### src/rtl/bnpc_pkg.sv
package bnpc_pkg;

  localparam logic [6:0] OPC_BRANCH = 7'b1100011;
  localparam logic [6:0] OPC_JAL    = 7'b1101111;
  localparam logic [6:0] OPC_JALR   = 7'b1100111;

  typedef enum logic [2:0] {
    CND_EQ   = 3'b000,
    CND_NE   = 3'b001,
    CND_RSV2 = 3'b010,
    CND_RSV3 = 3'b011,
    CND_LT   = 3'b100,
    CND_GE   = 3'b101,
    CND_LTU  = 3'b110,
    CND_GEU  = 3'b111
  } cond_e;

  typedef enum logic [1:0] {
    NPC_SEQ,
    NPC_BRANCH,
    NPC_JAL,
    NPC_JALR
  } npc_sel_e;

endpackage

### src/rtl/bnpc_imm.sv
module bnpc_imm #(
  parameter int XLEN = 32
) (
  input  logic [31:7]     ibits,
  output logic [XLEN-1:0] imm_b,
  output logic [XLEN-1:0] imm_j,
  output logic [XLEN-1:0] imm_i
);
  localparam int BW = 13;
  localparam int JW = 21;
  localparam int IW = 12;

  logic [BW-1:0] b_raw;
  logic [JW-1:0] j_raw;
  logic [IW-1:0] i_raw;

  // offsets reassembled from their scattered fields, bit 0 always zero
  assign b_raw = {ibits[31], ibits[7], ibits[30:25], ibits[11:8], 1'b0};
  assign j_raw = {ibits[31], ibits[19:12], ibits[20], ibits[30:25], ibits[24:21], 1'b0};
  assign i_raw = ibits[31:20];

  assign imm_b = {{(XLEN-BW){b_raw[BW-1]}}, b_raw};
  assign imm_j = {{(XLEN-JW){j_raw[JW-1]}}, j_raw};
  assign imm_i = {{(XLEN-IW){i_raw[IW-1]}}, i_raw};
endmodule

### src/rtl/bnpc_cmp.sv
module bnpc_cmp
  import bnpc_pkg::*;
#(
  parameter int XLEN       = 32,
  parameter bit SHARED_SUB = 1'b1
) (
  input  cond_e           cond,
  input  logic [XLEN-1:0] a,
  input  logic [XLEN-1:0] b,
  output logic            take
);
  logic eq, lt_s, lt_u;

  generate
    if (SHARED_SUB) begin : g_sub
      // one subtractor with a carry bit serves all three relations
      logic [XLEN:0] diff;
      assign diff = {1'b0, a} - {1'b0, b};
      assign eq   = (diff[XLEN-1:0] == '0);
      assign lt_u = diff[XLEN];
      assign lt_s = (a[XLEN-1] ^ b[XLEN-1]) ? a[XLEN-1] : diff[XLEN];
    end else begin : g_rel
      assign eq   = (a == b);
      assign lt_u = (a < b);
      assign lt_s = ($signed(a) < $signed(b));
    end
  endgenerate

  always_comb begin
    case (cond)
      CND_EQ:  take = eq;
      CND_NE:  take = !eq;
      CND_LT:  take = lt_s;
      CND_GE:  take = !lt_s;
      CND_LTU: take = lt_u;
      CND_GEU: take = !lt_u;
      default: take = 1'b0;
    endcase
  end
endmodule

### src/rtl/bnpc_target.sv
module bnpc_target
  import bnpc_pkg::*;
#(
  parameter int XLEN = 32
) (
  input  npc_sel_e        sel,
  input  logic            take,
  input  logic [XLEN-1:0] pc,
  input  logic [XLEN-1:0] rs1,
  input  logic [XLEN-1:0] imm_b,
  input  logic [XLEN-1:0] imm_j,
  input  logic [XLEN-1:0] imm_i,
  output logic [XLEN-1:0] next_pc,
  output logic [XLEN-1:0] pc_plus4
);
  localparam logic [XLEN-1:0] STEP      = XLEN'(4);
  localparam logic [XLEN-1:0] EVEN_MASK = {{(XLEN-1){1'b1}}, 1'b0};

  logic [XLEN-1:0] rel_off, rel_tgt, reg_tgt;

  assign pc_plus4 = pc + STEP;
  // branch and jump share one PC-relative adder
  assign rel_off  = (sel == NPC_JAL) ? imm_j : imm_b;
  assign rel_tgt  = pc + rel_off;
  assign reg_tgt  = (rs1 + imm_i) & EVEN_MASK;

  always_comb begin
    case (sel)
      NPC_BRANCH: next_pc = take ? rel_tgt : pc_plus4;
      NPC_JAL:    next_pc = rel_tgt;
      NPC_JALR:   next_pc = reg_tgt;
      default:    next_pc = pc_plus4;
    endcase
  end
endmodule

### src/rtl/bnpc_unit.sv
module bnpc_unit
  import bnpc_pkg::*;
#(
  parameter int              XLEN       = 32,
  parameter logic [XLEN-1:0] RESET_PC   = '0,
  parameter bit              SHARED_SUB = 1'b1
) (
  input  logic            clk,
  input  logic            rst_n,
  input  logic [31:0]     instr,
  input  logic [XLEN-1:0] rs1_val,
  input  logic [XLEN-1:0] rs2_val,
  output logic [XLEN-1:0] pc_q,
  output logic [XLEN-1:0] link_val,
  output logic            link_we
);
  npc_sel_e        sel;
  logic            take;
  logic [XLEN-1:0] imm_b, imm_j, imm_i, next_pc;

  always_comb begin
    case (instr[6:0])
      OPC_BRANCH: sel = NPC_BRANCH;
      OPC_JAL:    sel = NPC_JAL;
      OPC_JALR:   sel = NPC_JALR;
      default:    sel = NPC_SEQ;
    endcase
  end

  assign link_we = (sel == NPC_JAL) || (sel == NPC_JALR);

  bnpc_imm #(.XLEN(XLEN)) u_imm (
    .ibits (instr[31:7]),
    .imm_b (imm_b),
    .imm_j (imm_j),
    .imm_i (imm_i)
  );

  bnpc_cmp #(.XLEN(XLEN), .SHARED_SUB(SHARED_SUB)) u_cmp (
    .cond (cond_e'(instr[14:12])),
    .a    (rs1_val),
    .b    (rs2_val),
    .take (take)
  );

  bnpc_target #(.XLEN(XLEN)) u_tgt (
    .sel      (sel),
    .take     (take),
    .pc       (pc_q),
    .rs1      (rs1_val),
    .imm_b    (imm_b),
    .imm_j    (imm_j),
    .imm_i    (imm_i),
    .next_pc  (next_pc),
    .pc_plus4 (link_val)
  );

  always_ff @(posedge clk) begin
    if (!rst_n) pc_q <= RESET_PC;
    else        pc_q <= next_pc;
  end
endmodule

### config.mk
export PLATFORM = sky130hd
export DESIGN_NAME = bnpc_unit
export DESIGN_NICKNAME = d
export VERILOG_FILES = /design/src/rtl/bnpc_pkg.sv /design/src/rtl/bnpc_imm.sv /design/src/rtl/bnpc_cmp.sv /design/src/rtl/bnpc_target.sv /design/src/rtl/bnpc_unit.sv
export SDC_FILE = /design/constraint.sdc
export NUM_CORES = 1
export LEC_CHECK = 0
export BUFFER_PORTS_ARGS = -buffer_cell sky130_fd_sc_hd__buf_2
export CAP_MARGIN = 20
export CORE_ASPECT_RATIO = 1.75
export CORE_MARGIN = 2
export CORE_UTILIZATION = 50
export CTS_CLUSTER_DIAMETER = 50
export DETAILED_ROUTE_END_ITERATION = 12
export PLACE_DENSITY = 0.79
export SYNTH_ARGS = -nofsm -noshare
export SYNTH_HDL_FRONTEND = slang
export SYNTH_SLANG_ARGS = --single-unit
### constraint.sdc
create_clock -name clk -period 4.34 [get_ports clk]
set_input_delay 0.434 -clock clk [delete_from_list [all_inputs] [get_ports clk]]
set_output_delay 0.434 -clock clk [all_outputs]
set_load 0.05 [all_outputs]
After elaboration in Yosys (flattened, before gate mapping)
Index checks and enable logic that the tools add are counted.

word-level totals
  register bits after elaboration = 32
  bits of input ports = 98
  output and inout bits = 65
  logic and storage cells = 29

operators by class
  add/subtract/negate cells = 4
  equal/unequal tests = 11
  multiplexer cells = 6
  bitwise logic cells = 1
  reduce and logical (&&, ||, !) cells = 6

operator list
  kind                                           count
  one-hot mux 32 bit (3 select lines)            1
  adder 32 bit                                   2
  subtractor 32 x 32 -> 33 bit                   1
  adder 32 x 3 -> 32 bit, second input constant  1
  zero test 32 bit                               1
  two-way mux 32 bit                             1
  == test 7 bit, second input constant           3
  two-way mux 20 bit                             1
  == test 3 bit, second input constant           4
  one-hot mux 1 bit (6 select lines)             1
  one-hot mux 2 bit (3 select lines)             1
  == test 2 bit, second input constant           2
  == test 3 x 1 -> 1 bit, second input constant  1
  zero test 1 bit                                3
  zero test 3 bit                                1
  == test 2 x 1 -> 1 bit, second input constant  1
  logical OR 1 bit                               1
  two-way mux 1 bit                              1
  bitwise XOR 1 bit                              1

Logic depth before layout (Yosys ltp)
Gate-level depths: netlist of run 1.

  depth after elaboration = 7
  gate-level depth with buffers = 22
  mapped depth without buffers = 22

By module
Synthesis of run 1 repeated with hierarchy kept, for this count alone.

second synthesis, totals
  cell total of the unflattened synthesis = 1170
  area, all modules = 8622.0 µm²

by module, submodules not included
  module       times used  cells each  area each (µm²)  sequential area each (µm²)
  bnpc_target  1           651         4688.2           0.0
  bnpc_cmp     1           352         2294.7           0.0
  bnpc_unit    1           70          914.6            640.6
  bnpc_imm     1           97          724.4            0.0

Worst setup path before layout of run 1
No wires, ideal clock.

  path type = input -> register
  start = input port instr[5]
  end = register pc_q[30]
  setup time = 0.122 ns
  arrival time = 4.768 ns
  required time = 4.218 ns
  setup slack = -0.550 ns
  stages on the path = 20
  path buffers = 1
  cells stage by stage = and3b_1 -> and3_1 -> nand2_1 -> clkinv_1 -> nand2_1 -> and2_1 -> clkbuf_1 -> a21o_1 -> ha_1 -> a21oi_1 -> o21ai_0 -> a21o_1 -> a221oi_1 -> o22ai_1 -> a211o_1 -> a21o_1 -> a21oi_1 -> o21ai_0 -> xor2_1 -> a221o_1

between the ends
  word-level cells in the longest chain between the ends = 7
  elaborated cells on any way between the ends = 11
  those cells by class = add/sub: 1; eq/ne: 6; mux: 4

ends and longest elaborated chain
  what                                   RTL line                              text
  from (decl)                            bnpc_unit.sv:10                       input logic [31:0] instr,
  == test 7 bit                          bnpc_unit.sv:22                       case (instr[6:0])
  one-hot mux 2 bit (3 select lines) *   bnpc_unit.sv:22
  == test 2 bit                          bnpc_target.sv:23, bnpc_target.sv:28
  two-way mux 20 bit                     bnpc_target.sv:23                     assign rel_off = (sel == NPC_JAL) ? imm_j : imm_b;
  adder 32 bit                           bnpc_target.sv:24                     assign rel_tgt = pc + rel_off;
  two-way mux 32 bit                     bnpc_target.sv:29                     NPC_BRANCH: next_pc = take ? rel_tgt : pc_plus4;
  one-hot mux 32 bit (3 select lines) *  bnpc_target.sv:28                     case (sel)
  to (signal assigned)                   bnpc_unit.sv:60                       else pc_q <= next_pc;
  to (decl)                              bnpc_unit.sv:13                       output logic [XLEN-1:0] pc_q,

Mark *: on every way between the ends. The rest lies on a longest branch, timed or not.
A chain may end at the register's enable or synchronous reset.

Worst setup path after layout of run 1
  start = input port rs1_val[0]
  end = register pc_q[23]

between the ends
  word-level cells in the longest chain between the ends = 6
  elaborated cells on any way between the ends = 10
  those cells by class = add/sub: 2; mux: 4; reduce/logical: 4

ends and longest elaborated chain
  what                                                          RTL line                        text
  from (decl)                                                   bnpc_unit.sv:11                 input logic [XLEN-1:0] rs1_val,
  subtractor 32 x 32 -> 33 bit                                  bnpc_cmp.sv:18                  assign diff = {1'b0, a} - {1'b0, b};
  zero test 32 bit / two-way mux 1 bit (equally long branches)  bnpc_cmp.sv:19, bnpc_cmp.sv:21
  zero test 1 bit (on tied branches)                            bnpc_cmp.sv:32, bnpc_cmp.sv:34
  one-hot mux 1 bit (6 select lines)                            bnpc_cmp.sv:30                  case (cond)
  two-way mux 32 bit                                            bnpc_target.sv:29
  one-hot mux 32 bit (3 select lines) *                         bnpc_target.sv:28

Marked as above.

==> results.cfg, run 1 <==
[final_layout]
largest_registers = pc_q x31
seq_area_um2 = 620.6
utilization = 0.6079
layout.nets = 1414
drive_gt1_frac = 0.2028
area_growth_pct = 18.52
largest_reg_flops = 31
antenna_cells = 0
top_register = pc_q
fill_cells = 1394
multi_input_area_um2 = 6361

[routing]
drcViolationCount = 0
wl_met3_mm = 1.139
postRouteAntennaNets = 0
drt_iter0_drc = 379
wirelength_mm = 25.74
met2_length_mm = 13.71
vias = 8804
dr.pass1.iters = 5
wl_per_cell_um = 18.41
viasPerCell = 6.298
topRoutingLayerUsed = met4
drt-met1-wl_mm = 9.102

[yosys]
yosys_register_bits = 31
syn_avg_cell_area_um2 = 7.093
synth_edf_count = 0
synth_flop_cell = dfxtp_1
netlist_instances = 1039
yosysWarningCount = 0
ys_seq_area_frac = 0.08421
synthArstFlopShare = 0
syn_area_um2 = 7370
synth_cell_types = 85

[clock_tree]
cts_setup_buffers = 0
cts_tree = built
cts_max_path_buffers = 2
cts-root-buf = clkbuf_16
cts_max_level = 2
insertion_delay_ns = 0.28
clkTransAtPathRegs_ns = 0.06
cts_num_sinks = 31
cts_buffers = 5

[global_route]
antenna_found_initial = 0
grt_start_max_net_pins = 21
grt_usage = 0.3225
grt_pass1_vias = 8605
gr-total-overflow = 0
grt_first_pass_wirelength_mm = 40.23

[pwr]
irDropWorstVdd_uv = 148.3
p_leak_uw = 0.004350
power_density_nw_per_um2 = 180.8
finalPower_uw = 1580

[floorplan]
die_x_um = 95.78
core-area_um2 = 14370
die-area_um2 = 15770
rows = 58
start_util = 0.5129
io_pins = 163
die_h_um = 164.6

[sta]
timing.hold.ws_ns = 0.5854
fmax_mhz = 239.5
setup_violations = 0
rsz0062_at_grt = no
tightest_slew_ns = 0.6301
relSlewSlack = 0.5745
slew_violations = 0
fin_worst_skew_ns = 0.004052
period_minus_slack_ns = 4.176
final-hold-violation-count = 0
min_period_over_period = 0.9622
timing.final.ws_setup_ns = 0.1639

[critical_path]
cp_max_fo = 13
endpoint_kind = register
crit_type = input port to register
required_ns = 4.51
critical_path_arrival_ns = 4.35
critPathLaunchType = input port
ff2ff_path_depth = 12

[hold_path]
worst_hold_path.num_cells = 3
min_path_type = input port to register

[placed_design]
portBuffers = 160
place_ws_ns = -0.01720
hpwlAfterDp_mm = 21.66
place.gp.congestion = 1.013

[run]
cap_violations = 0

[outcome]
run_status = complete, no violations
-- cells by family after synthesis --
family,count (synthesis),synth area share
adder cells (fa/ha/maj),99,0.1711
other,1,0.0005088
multiplexers,7,0.01053
XOR/XNOR,86,0.1022
AND/OR/NAND/NOR,346,0.2304
AO/OA/AOI/OAI,373,0.3435
flip-flops,31,0.08421
buffers and inverters,96,0.05755
-- metal layers --
metal  global-route usage  up-vias
met5                    0        -
met4               0.2214        0
met3              0.04106      115
met2               0.6151      322
met1               0.3073     4130
li1                     -     4237
-- power by group --
part	total [uW]	leakage (uW)	switching, uW	internal [uW]
Clock	348	0.0000733	138	209
Sequential	303	0.000251	11.9	291
Combinational	929	0.00403	564	366
-- worst max-delay path, stage by stage --
cell       delay, ns
buf_2           0.10
inv_1           0.04
ha_1            0.21
fa_1            0.40
nand2b_1        0.19
a21oi_1         0.30
o211ai_1        0.14
and4_1          0.21
nor4_1          0.37
buf_4           0.18
o2111ai_1       0.12
nor4_1          0.27
nand4_1         0.23
mux2i_2         0.36
a21o_1          0.19
nand2_2         0.20
a221o_1         0.39
-- cell type report --
class,count,share of cell area
clock buffer,5,0.01432
clock inverter,3,0.001719
inverter,63,0.02765
multi-input combinational,913,0.7283
sequential,31,0.07105
tap,180,0.02578
timing repair buffer,203,0.1312
-- per-stage QoR --
| stage | area, um^2 | std cells | TNS (ns) |
|---|---|---|---|
| floorplan | 7391 | 1040 | 0 |
| global placement | 8569 | 1389 | 0 |
| detailed placement | 8569 | 1389 | -0.04852 |
| CTS | 8710 | 1397 | 0 |
| global route | 8735 | 1398 | 0 |
| finish | 8735 | 1398 | 0 |
-- synthesized netlist by cell type (24+ instances only) --
master	instances	area [um^2]
nor2_1	80	300.3
a21o_1	47	352.8
inv_1	62	232.7
nor3_1	24	120.1
dfxtp_1	31	620.6
xor2_1	35	306.5
a21oi_1	92	460.4
nand3_1	33	165.2
o21ai_0	60	300.3
ha_1	96	1201
nand2_1	97	364.1
xnor2_1	51	446.7
-- cell usage in the layout, fill, tap and decap left out, types with 17 or more instances in the layout --
| cell | netlist | final |
|---|---|---|
| inv_1 | 62 | 62 |
| o21ai_0 | 60 | 59 |
| ha_1 | 96 | 96 |
| buf_4 | 6 | 40 |
| nand4_1 | 22 | 22 |
| nand3_1 | 33 | 33 |
| nor2_1 | 80 | 79 |
| a21oi_1 | 92 | 90 |
| nand2_1 | 97 | 96 |
| buf_2 | 15 | 161 |
| xor2_1 | 35 | 35 |
| dfxtp_1 | 31 | 31 |
| xnor2_1 | 51 | 51 |
| a21o_1 | 47 | 47 |
| o21ai_1 | 16 | 17 |
| o21a_1 | 21 | 21 |
| nor3_1 | 24 | 24 |
-- worst paths after layout --
path,startpoint,end,slack [ns]
max,rs1_val[0],pc_q[23],0.16
min,rst_n,pc_q[6],0.59
max reg2reg,pc_q[5],pc_q[30],0.95
min reg2reg,pc_q[2],pc_q[2],0.71
-- what timing repair did --
| action | 4_1_cts | 5_1_grt |
|---|---|---|
| gates resized for setup | 0 | 8 |
| hold buffers | 0 | 0 |
| endpoints found under the setup margin | 0 | 14 |
(Power assumes the default switching activity.)
==> run 2, diff against run 1 <==
--- a/config.mk
+++ b/config.mk
@@ -5,14 +5,15 @@
 export SDC_FILE = /design/constraint.sdc
 export NUM_CORES = 1
 export LEC_CHECK = 0
-export BUFFER_PORTS_ARGS = -buffer_cell sky130_fd_sc_hd__buf_2
+export BUFFER_PORTS_ARGS = -buffer_cell sky130_fd_sc_hd__clkbuf_2
 export CAP_MARGIN = 20
 export CORE_ASPECT_RATIO = 1.75
 export CORE_MARGIN = 2
 export CORE_UTILIZATION = 50
 export CTS_CLUSTER_DIAMETER = 50
 export DETAILED_ROUTE_END_ITERATION = 12
-export PLACE_DENSITY = 0.79
+export PLACE_DENSITY = 0.78
 export SYNTH_ARGS = -nofsm -noshare
 export SYNTH_HDL_FRONTEND = slang
+export SYNTH_HIERARCHICAL = 1
 export SYNTH_SLANG_ARGS = --single-unit
==> results.cfg, run 2 <==
[routing]
viasPerCell = 5.891
wirelength_mm = 29.27
drt_iter0_drc = 562
drcViolationCount = 0
wl_per_cell_um = 17.98
postRouteAntennaNets = 0
vias = 9591
dr.pass1.iters = 5

[pwr]
irDropWorstVdd_uv = 127.5
p_leak_uw = 0.005342
finalPower_uw = 1863
power_density_nw_per_um2 = 173.1

[yosys]
synth_area_leaders = ha_1, buf_4, dfxtp_1
yosys_register_bits = 32
synth_cell_types = 84
ys_seq_area_frac = 0.07430
synthArstFlopShare = 0
syn_avg_cell_area_um2 = 7.369
synth.top_cell.area_share = 0.1451
yosysWarningCount = 6
synth_edf_count = 0
syn_area_um2 = 8622
netlist_instances = 1170
synth_flop_cell = dfxtp_1
ys_top_cells_by_count = buf_4, ha_1, nand2_1
yosys.area.top_type = ha_1
yosysMostFrequentCell = buf_4

[final_layout]
drive_gt1_frac = 0.3490
top_register = pc_q
largest_reg_flops = 32
antenna_cells = 0
utilization = 0.6349
final_area_um2 = 10760
layout_commonest_cell = buf_4
largest_registers = pc_q x32
layout.nets = 1601
area_growth_pct = 24.80
mostFrequentLayoutCells = buf_4, clkbuf_2, nand2_1
fill_cells = 1574

[critical_path]
crit_type = input port to register
ff2ff_path_depth = 13
required_ns = 4.52
critPathLaunchType = input port
cp_max_fo = 3
endpoint_kind = register
critical_path_arrival_ns = 4.50

[sta]
tightest_slew_ns = 0.6108
final.setup.tns_ns = 0
timing.final.ws_setup_ns = 0.01868
min_period_over_period = 0.9957
fin_worst_skew_ns = 0.003852
relSlewSlack = 0.5871
final-hold-violation-count = 0
period_minus_slack_ns = 4.321
rsz0062_at_grt = yes
setup_violations = 0
slew_violations = 0
fmax_mhz = 231.4

[clock_tree]
cts_max_path_buffers = 2
cts_num_sinks = 32
clkTransAtPathRegs_ns = 0.06
insertion_delay_ns = 0.29
cts_buffers = 5
cts_tree = built
cts-root-buf = clkbuf_16
cts_max_level = 2

[hold_path]
min_path_type = register to register
worst_hold_path.num_cells = 3

[run]
cap_violations = 0

[placed_design]
place_ws_ns = -0.3966
portBuffers = 162
placed_area_um2 = 10420
place.gp.congestion = 0.9730
hpwlAfterDp_mm = 24.95

[floorplan]
die_h_um = 177.7
die_x_um = 103.3
start_util = 0.5087
io_pins = 163
die-area_um2 = 18350
rows = 63
core-area_um2 = 16950

[global_route]
gr-total-overflow = 0
grt_start_max_net_pins = 33
grt_pass1_vias = 9470
grt_usage = 0.3122
grt_first_pass_wirelength_mm = 44.91
antenna_found_initial = 0

[outcome]
run_status = complete, no violations
==> run 2: path summary, 6_finish.rpt <==
kind | startpoint | end | slack [ns]
worst max-delay path | rs1_val[0] | pc_q[31] | 0.02
worst min-delay path | pc_q[0] | pc_q[0] | 0.69
worst max register to register | pc_q[1] | pc_q[28] | 1.03
worst min register to register | pc_q[0] | pc_q[0] | 0.69
==> run 2: critical path: stages <==
cell,delay [ns]
buf_8,0.08
inv_4,0.03
ha_4,0.15
fa_2,0.36
buf_6,0.14
xnor2_4,0.11
a311oi_2,0.20
o221ai_1,0.17
nor4_1,0.29
nand4_1,0.15
a2111oi_2,0.31
nand4_1,0.21
nor4b_4,0.35
xnor2_2,0.15
o2bb2ai_2,0.10
a21oi_2,0.18
nor2_2,0.07
nand4_1,0.12
o31a_1,0.14
nand3_1,0.06
or4_1,0.52
and2_4,0.17
==> run 2: logic make-up (layout without fill, tap and decap cells) <==
kind of cell | count (synthesis) | in the layout | synth area share
other cells | 1 | 2 | 0.0004349
xor+xnor | 91 | 91 | 0.09244
fa+ha+maj | 103 | 103 | 0.1521
flops | 32 | 32 | 0.07430
mux | 41 | 41 | 0.05239
simple gates | 355 | 355 | 0.2187
buf+inv | 202 | 432 | 0.1341
compound gates | 345 | 345 | 0.2756
==> run 2: power by group <==
| group | switching (uW) | internal [uW] | leakage (uW) | total, uW |
|---|---|---|---|---|
| clock | 143 | 270 | 0.0000798 | 412 |
| combinational | 626 | 512 | 0.00500 | 1140 |
| sequential | 12.4 | 300 | 0.000259 | 312 |
==> run 2: cell type report <==
| cell class | count | area [um^2] | share of cell area |
|---|---|---|---|
| Multi-Input combinational cell | 937 | 7069 | 0.6570 |
| Sequential cell | 32 | 640.6 | 0.05953 |
| Inverter | 58 | 220.2 | 0.02047 |
| Timing Repair Buffer | 366 | 2379 | 0.2210 |
| Tap cell | 227 | 284.0 | 0.02640 |
| Clock buffer | 5 | 125.1 | 0.01163 |
| Clock inverter | 3 | 42.54 | 0.003953 |
==> run 2: what timing repair did <==
item,4_1_cts,5_1_grt
setup endpoints to repair,1,17
resized for setup,9,22
hold buffers,0,0
buffers inserted,3,1
pin swaps,16,19
==> run 2: per-layer routing <==
| layer | wire length, um | part of all wire | global-route usage |
|---|---|---|---|
| met1 | 10260 | 0.35 | 0.3017 |
| met2 | 15910 | 0.54 | 0.6090 |
| met3 | 1118 | 0.038 | 0.02166 |
| met4 | 1982 | 0.068 | 0.1968 |
| met5 | 0 | 0 | 0 |
==> run 2: stage by stage <==
step | hold WS, ns | cells
after floorplan | 0.5702 | 1171
after global placement | 0.6518 | 1616
after detailed placement | 0.6912 | 1616
after CTS | 0.7035 | 1627
after global routing | 0.7392 | 1628
final | 0.6874 | 1628
